**config.mk**
```make
export PLATFORM = sky130hd
export DESIGN_NAME = iq_pingpong_capture
export DESIGN_NICKNAME = d
export VERILOG_FILES = /design/src/rtl/iqcap_pkg.sv /design/src/rtl/iqcap_i2s_deser.sv /design/src/rtl/iqcap_pair_stage.sv /design/src/rtl/iqcap_bank_ctrl.sv /design/src/rtl/iq_pingpong_capture.sv
export SDC_FILE = /design/constraint.sdc
export NUM_CORES = 1
export LEC_CHECK = 0
export BUFFER_PORTS_ARGS = -buffer_cell sky130_fd_sc_hd__buf_4
export CAP_MARGIN = 20
export CORE_MARGIN = 3
export CORE_UTILIZATION = 50
export CTS_CLUSTER_DIAMETER = 200
export CTS_CLUSTER_SIZE = 24
export DETAILED_ROUTE_END_ITERATION = 10
export PLACE_DENSITY = 0.68
export RECOVER_POWER = 25
export SYNTH_ARGS = -nofsm -noshare
export SYNTH_HDL_FRONTEND = slang
export SYNTH_SLANG_ARGS = --single-unit
```
**constraint.sdc**
```tcl
create_clock -name clk -period 5 [get_ports clk]
set_input_delay 1 -clock clk [delete_from_list [all_inputs] [get_ports clk]]
set_output_delay 1 -clock clk [all_outputs]
set_load 0.01 [all_outputs]
```
**src/rtl/iqcap_pkg.sv**
```systemverilog
package iqcap_pkg;

  // Channel tag carried with each deserialised word; value equals word select.
  typedef enum logic {
    CH_I = 1'b0,
    CH_Q = 1'b1
  } chan_e;

  // Default widths shared by the capture modules.
  localparam int DEF_SAMPLE_W = 24;
  localparam int DEF_WORD_W   = 32;

endpackage

```
**src/rtl/iqcap_i2s_deser.sv**
```systemverilog
module iqcap_i2s_deser
  import iqcap_pkg::*;
#(
  parameter int SAMPLE_W    = DEF_SAMPLE_W,
  parameter int SYNC_STAGES = 2
) (
  input  logic                clk,
  input  logic                rst_n,
  input  logic                sck,
  input  logic                ws,
  input  logic                sd,
  output logic                word_v,
  output chan_e               word_ch,
  output logic [SAMPLE_W-1:0] word_data
);

  localparam int CNT_W = $clog2(SAMPLE_W);
  localparam logic [CNT_W-1:0] LAST_BIT = CNT_W'(SAMPLE_W - 1);

  // The bit clock has one extra stage for edge detection. Word select and
  // data are delayed by the same depth, so all three line up.
  logic [SYNC_STAGES:0]   sck_q;
  logic [SYNC_STAGES-1:0] ws_q;
  logic [SYNC_STAGES-1:0] sd_q;

  always_ff @(posedge clk or negedge rst_n) begin
    if (!rst_n) begin
      sck_q <= '0;
      ws_q  <= '0;
      sd_q  <= '0;
    end else begin
      sck_q <= {sck_q[SYNC_STAGES-1:0], sck};
      ws_q  <= {ws_q[SYNC_STAGES-2:0], ws};
      sd_q  <= {sd_q[SYNC_STAGES-2:0], sd};
    end
  end

  logic sck_rise, ws_b, sd_b;
  assign sck_rise = sck_q[SYNC_STAGES-1] & ~sck_q[SYNC_STAGES];
  assign ws_b     = ws_q[SYNC_STAGES-1];
  assign sd_b     = sd_q[SYNC_STAGES-1];

  logic                started;
  logic                ws_prev;
  logic                active;
  logic [CNT_W-1:0]    cnt;
  chan_e               chan;
  logic [SAMPLE_W-1:0] shreg;
  logic [SAMPLE_W-1:0] shreg_nxt;

  assign shreg_nxt = {shreg[SAMPLE_W-2:0], sd_b};

  always_ff @(posedge clk or negedge rst_n) begin
    if (!rst_n) begin
      started   <= 1'b0;
      ws_prev   <= 1'b0;
      active    <= 1'b0;
      cnt       <= '0;
      chan      <= CH_I;
      shreg     <= '0;
      word_v    <= 1'b0;
      word_ch   <= CH_I;
      word_data <= '0;
    end else begin
      word_v <= 1'b0;
      if (sck_rise) begin
        started <= 1'b1;
        ws_prev <= ws_b;
        if (started && (ws_b != ws_prev)) begin
          // This edge still carries the previous word's last bit; the MSB comes next.
          active <= 1'b1;
          cnt    <= '0;
          chan   <= ws_b ? CH_Q : CH_I;
        end else if (active) begin
          shreg <= shreg_nxt;
          if (cnt == LAST_BIT) begin
            active    <= 1'b0;
            word_v    <= 1'b1;
            word_ch   <= chan;
            word_data <= shreg_nxt;
          end else begin
            cnt <= cnt + 1'b1;
          end
        end
      end
    end
  end

endmodule

```
**src/rtl/iqcap_pair_stage.sv**
```systemverilog
module iqcap_pair_stage
  import iqcap_pkg::*;
#(
  parameter int SAMPLE_W = DEF_SAMPLE_W,
  parameter int WORD_W   = DEF_WORD_W,
  parameter int PAIRS    = 1024,
  localparam int IDX_W   = $clog2(PAIRS),
  localparam int PTR_W   = IDX_W + 1,
  localparam int ADDR_W  = PTR_W + 1
) (
  input  logic                clk,
  input  logic                rst_n,
  input  logic                word_v,
  input  chan_e               word_ch,
  input  logic [SAMPLE_W-1:0] word_data,
  output logic                wr_valid,
  input  logic                wr_ready,
  output logic [ADDR_W-1:0]   wr_addr,
  output logic [WORD_W-1:0]   wr_data
);

  localparam int EXT_W = WORD_W - SAMPLE_W;

  logic [SAMPLE_W-1:0] i_hold;
  logic                i_have;
  logic [WORD_W-1:0]   i_ext, q_ext;

  // Sign extension into the memory word width.
  generate
    if (EXT_W > 0) begin : g_ext
      assign i_ext = {{EXT_W{i_hold[SAMPLE_W-1]}}, i_hold};
      assign q_ext = {{EXT_W{word_data[SAMPLE_W-1]}}, word_data};
    end else begin : g_trunc
      assign i_ext = i_hold[WORD_W-1:0];
      assign q_ext = word_data[WORD_W-1:0];
    end
  endgenerate

  logic pair_v;
  assign pair_v = word_v & (word_ch == CH_Q) & i_have;

  logic [WORD_W-1:0] h_i, h_q;
  logic [PTR_W-1:0]  h_ptr;
  logic              h_v;
  logic              h_lane;
  logic [PTR_W-1:0]  ptr;

  logic accept, handshake;
  assign accept    = pair_v & ~h_v;
  assign handshake = h_v & wr_ready;

  always_ff @(posedge clk or negedge rst_n) begin
    if (!rst_n) begin
      i_hold <= '0;
      i_have <= 1'b0;
    end else if (word_v) begin
      if (word_ch == CH_I) begin
        i_hold <= word_data;
        i_have <= 1'b1;
      end else begin
        i_have <= 1'b0;
      end
    end
  end

  always_ff @(posedge clk or negedge rst_n) begin
    if (!rst_n) begin
      h_i    <= '0;
      h_q    <= '0;
      h_ptr  <= '0;
      h_v    <= 1'b0;
      h_lane <= 1'b0;
      ptr    <= '0;
    end else begin
      if (handshake) begin
        if (h_lane) begin
          h_v    <= 1'b0;
          h_lane <= 1'b0;
        end else begin
          h_lane <= 1'b1;
        end
      end
      if (accept) begin
        h_v    <= 1'b1;
        h_lane <= 1'b0;
        h_i    <= i_ext;
        h_q    <= q_ext;
        h_ptr  <= ptr;
        ptr    <= ptr + 1'b1;
      end
    end
  end

  assign wr_valid = h_v;
  assign wr_addr  = {h_ptr, h_lane};
  assign wr_data  = h_lane ? h_q : h_i;

endmodule

```
**src/rtl/iqcap_bank_ctrl.sv**
```systemverilog
module iqcap_bank_ctrl #(
  parameter int PAIRS   = 1024,
  localparam int IDX_W  = $clog2(PAIRS),
  localparam int ADDR_W = IDX_W + 2
) (
  input  logic              clk,
  input  logic              rst_n,
  input  logic              wr_fire,
  input  logic [ADDR_W-1:0] wr_addr,
  input  logic              rel,
  output logic              rdy,
  output logic              idx,
  output logic              ovr
);

  logic       bank_end;
  logic       bank;
  logic [1:0] pend;
  logic [1:0] pend_n;
  logic       ovr_n;

  assign bank     = wr_addr[ADDR_W-1];
  assign bank_end = wr_fire & wr_addr[0] & (&wr_addr[ADDR_W-2:1]);

  always_comb begin
    pend_n = rel ? 2'b00 : pend;
    ovr_n  = rel ? 1'b0  : ovr;
    if (bank_end) begin
      if (pend_n[~bank]) ovr_n = 1'b1;
      pend_n       = 2'b00;
      pend_n[bank] = 1'b1;
    end
  end

  always_ff @(posedge clk or negedge rst_n) begin
    if (!rst_n) begin
      pend <= 2'b00;
      ovr  <= 1'b0;
      idx  <= 1'b0;
    end else begin
      pend <= pend_n;
      ovr  <= ovr_n;
      if (bank_end) idx <= bank;
    end
  end

  assign rdy = |pend;

endmodule

```
**src/rtl/iq_pingpong_capture.sv**
```systemverilog
module iq_pingpong_capture
  import iqcap_pkg::*;
#(
  parameter int SAMPLE_W    = DEF_SAMPLE_W,
  parameter int WORD_W      = DEF_WORD_W,
  parameter int PAIRS       = 1024,
  parameter int SYNC_STAGES = 2,
  localparam int ADDR_W     = $clog2(PAIRS) + 2
) (
  input  logic              clk,
  input  logic              rst_n,
  input  logic              i2s_sck,
  input  logic              i2s_ws,
  input  logic              i2s_sd,
  output logic              wr_valid,
  input  logic              wr_ready,
  output logic [ADDR_W-1:0] wr_addr,
  output logic [WORD_W-1:0] wr_data,
  output logic              buf_rdy,
  output logic              buf_idx,
  input  logic              buf_rel,
  output logic              buf_ovr
);

  logic                word_v;
  chan_e               word_ch;
  logic [SAMPLE_W-1:0] word_data;

  iqcap_i2s_deser #(
    .SAMPLE_W   (SAMPLE_W),
    .SYNC_STAGES(SYNC_STAGES)
  ) u_deser (
    .clk      (clk),
    .rst_n    (rst_n),
    .sck      (i2s_sck),
    .ws       (i2s_ws),
    .sd       (i2s_sd),
    .word_v   (word_v),
    .word_ch  (word_ch),
    .word_data(word_data)
  );

  iqcap_pair_stage #(
    .SAMPLE_W(SAMPLE_W),
    .WORD_W  (WORD_W),
    .PAIRS   (PAIRS)
  ) u_pair (
    .clk      (clk),
    .rst_n    (rst_n),
    .word_v   (word_v),
    .word_ch  (word_ch),
    .word_data(word_data),
    .wr_valid (wr_valid),
    .wr_ready (wr_ready),
    .wr_addr  (wr_addr),
    .wr_data  (wr_data)
  );

  iqcap_bank_ctrl #(
    .PAIRS(PAIRS)
  ) u_bank (
    .clk    (clk),
    .rst_n  (rst_n),
    .wr_fire(wr_valid & wr_ready),
    .wr_addr(wr_addr),
    .rel    (buf_rel),
    .rdy    (buf_rdy),
    .idx    (buf_idx),
    .ovr    (buf_ovr)
  );

endmodule

```
==> impl_metrics.json <==
{
  "startpoint_type": "register",
  "dp_hpwl_mm": 7.60,
  "dr.pass1.iters": 4,
  "antenna_found_initial": 0,
  "core-area_sq_um": 12900,
  "layout_commonest_cell": "nand2_1",
  "synth_flop_cell": "dfrtp_1",
  "synth_area_per_cell_sq_um": 11.9,
  "min_period_ns": 3.19,
  "synth_fa_ha_area_share_pct": 0.370,
  "tightest_slew_ns": 2.17,
  "synth_mux_area_share_pct": 17.7,
  "via_per_inst": 5.11,
  "whs_ns": 0.349,
  "status": "finished, violations left",
  "failed_checks": "capacitance limit, slew limit",
  "required_ns": 4.00,
  "dieHeight_um": 122,
  "r2r_cells": 6,
  "synth_compound_area_share_pct": 1.65,
  "critPathTopFamily": "flip-flops",
  "ff2ff_setup_slack_ns": 2.24,
  "start_util_pct": 52.4,
  "path_clk_slew_ns": 0.06,
  "finalCritPeriodShare_pct": 63.8,
  "slew_violations": 91,
  "clock_skew_ns": 0.00689,
  "hp-start": "u_deser.sd_q[0]",
  "finalSetupViolations": 0,
  "grt_overflow": 0,
  "rows": 41,
  "insertion_delay_ns": 0.42,
  "leakage_nw": 4.17,
  "portBuffers": 54,
  "rsz0062_at_grt": "false",
  "r2r-start": "u_deser.sck_q[2]",
  "dieWidth_um": 122,
  "synth.largest_area_cell": "dfrtp_1",
  "area.growth.synth_to_final_pct": 15.9,
  "gp_congestion": 0.727,
  "synth_edf_count": 0,
  "max_stage_delay_ns": 0.92,
  "synth_top_area_share_pct": 61.4,
  "synthSimpleGateAreaFrac_pct": 14.0,
  "final_cell_mix": "nand2_1, dfrtp_1, mux2_2",
  "ys_async_sr_fraction_pct": 100,
  "critical-path-slowest-cell": "dfrtp_1",
  "routed_wl_mm": 11.9,
  "maxCapViolations": 1,
  "h-tree-depth": 4,
  "clock_tree.root_cell": "clkbuf_16",
  "die-area_sq_um": 15000,
  "criticalPathCategory": "reg2out",
  "antenna_cells": 0,
  "drive_gt1_share_pct": 31.2,
  "postCtsSetupRepairBufs": 0,
  "syn_inst": 568,
  "netlist_area_sq_um": 6770,
  "synth_xor_area_share_pct": 1.53,
  "grt_pass1_vias": 4200,
  "holdPathStages": 0,
  "yosysUniqueCellTypes": 36,
  "hp-class": "reg2reg",
  "max_freq_ghz": 0.314,
  "wl_per_cell_um": 14.8,
  "cp_max_fo": 19,
  "cts.sinks": 166,
  "setup_tns_ns": 0,
  "syn-num-nets": 577,
  "worstPathArrival_ns": 2.19,
  "hold_end": "u_deser.sd_q[1]",
  "crit_path_end_kind": "output pin",
  "synth.area.top_cells": "dfrtp_1, mux2_2, nand2_1",
  "ioPinCount": 55,
  "drt_iter0_drc": 337,
  "powerDensity_nw_per_um2": 374,
  "yosysSeqAreaShare_pct": 61.4,
  "path_cells": "buf_4 > mux2_2 > buf_4",
  "grt_pass1_wl_mm": 20.6,
  "nNetsFinal": 624,
  "r2r_end": "u_deser.word_data[13]",
  "grt_use_total_pct": 17.8,
  "ant_nets": 0,
  "synth_top_family_by_area": "multiplexers",
  "clk_path_buf_depth": 2,
  "vias": 4085,
  "irDropWorstVdd_mv": 0.249,
  "cp_num_buf_inv": 2,
  "drc": 0,
  "cts_tree": "done",
  "cp_common_cell": "buf_4",
  "post_cts_resized": 0,
  "hold_viol": 0,
  "numCtsBuffers": 17,
  "hold_buffers": 0,
  "grt_max_degree": 91,
  "yosysWarnings": 0,
  "fin_util_pct": 60.7,
  "ys_ff_latch": 166,
  "slew_headroom_pct": -44.7
}
==> logic make-up after synthesis <==
kind of cell / Yosys count
buffers and inverters: 41
XOR/XNOR: 11
AO/OA/AOI/OAI: 17
adder cells (fa/ha/maj): 2
AND/OR/NAND/NOR: 231
multiplexers: 100
flip-flops: 166
==> cell usage after synthesis (3+ instances only) <==
| cell type | number |
|---|---|
| a21oi_1 | 5 |
| buf_1 | 3 |
| buf_2 | 5 |
| buf_4 | 9 |
| clkbuf_1 | 15 |
| dfrtp_1 | 166 |
| inv_1 | 6 |
| mux2_2 | 79 |
| mux2_4 | 19 |
| nand2_1 | 194 |
| nand2b_1 | 4 |
| nand3_1 | 7 |
| nand4_1 | 6 |
| nor2_1 | 8 |
| o21ai_0 | 6 |
| xnor2_1 | 6 |
| xor2_1 | 4 |
==> power breakdown <==
part	internal, W	switching (W)
clock network	0.000798	0.000495
logic	0.0000910	0.0000836
registers	0.00139	0.0000715
total	0.00228	0.000650
==> layer usage <==
| metal | track usage [%] | routed length [um] |
|---|---|---|
| met1 | 23.3 | 5350 |
| met5 | 0 | 0 |
| met4 | 7.77 | 255 |
| met3 | 4.56 | 452 |
| met2 | 28.4 | 5820 |
==> registers in the layout (all words and copies together) (netlist names) <==
signal             count
u_bank.ovr             1
u_pair.i_have          1
u_deser.started        1
u_deser.shreg         23
u_pair.h_ptr          11
u_deser.word_ch        1
u_bank.pend            2
u_deser.active         1
u_deser.cnt            5
u_pair.h_lane          1
u_deser.sck_q          3
u_deser.chan           1
u_pair.ptr            11
u_deser.ws_q           2
u_bank.idx             1
u_deser.sd_q           2
u_pair.i_hold         24
u_pair.h_q            24
u_deser.ws_prev        1
u_pair.wr_valid        1
u_deser.word_v         1
u_pair.h_i            24
u_deser.word_data     24
==> worst max path at each step <==
stage | slack (ns) | end | cells after the start | start
finish | 1.81 | wr_data[5] | 3 | u_pair.h_lane
global route | 1.70 | wr_data[4] | 3 | u_pair.h_lane
CTS | 1.77 | wr_data[5] | 3 | u_pair.h_lane
detailed placement | 2.23 | wr_data[5] | 3 | u_pair.h_lane
global placement | 2.27 | wr_data[6] | 3 | u_pair.h_lane
floorplan | 2.75 | wr_data[10] | 3 | u_pair.h_lane
==> per-stage QoR <==
stage | worst slack [ns] | instances | power (W) | cell area [sq um]
after detailed placement | 2.23 | 768 | 0.00167 | 7260
final | 1.81 | 800 | 0.00293 | 7850
after CTS | 1.77 | 800 | 0.00297 | 7850
after global placement | 2.27 | 767 | 0.00166 | 7240
after floorplan | 2.75 | 568 | 0.00159 | 6770
after global routing | 1.70 | 800 | 0.00306 | 7850
==> layout make-up <==
| type | count | area (sq um) |
|---|---|---|
| multi-input combinational | 361 | 2380 |
| timing repair buffer | 63 | 474 |
| clock inverter | 8 | 95.1 |
| inverter | 6 | 22.5 |
| tap | 172 | 215 |
| fill | 1057 | 5080 |
| clock buffer | 24 | 502 |
| sequential | 166 | 4150 |
No activity file was read; power rests on OpenSTA's default activity.
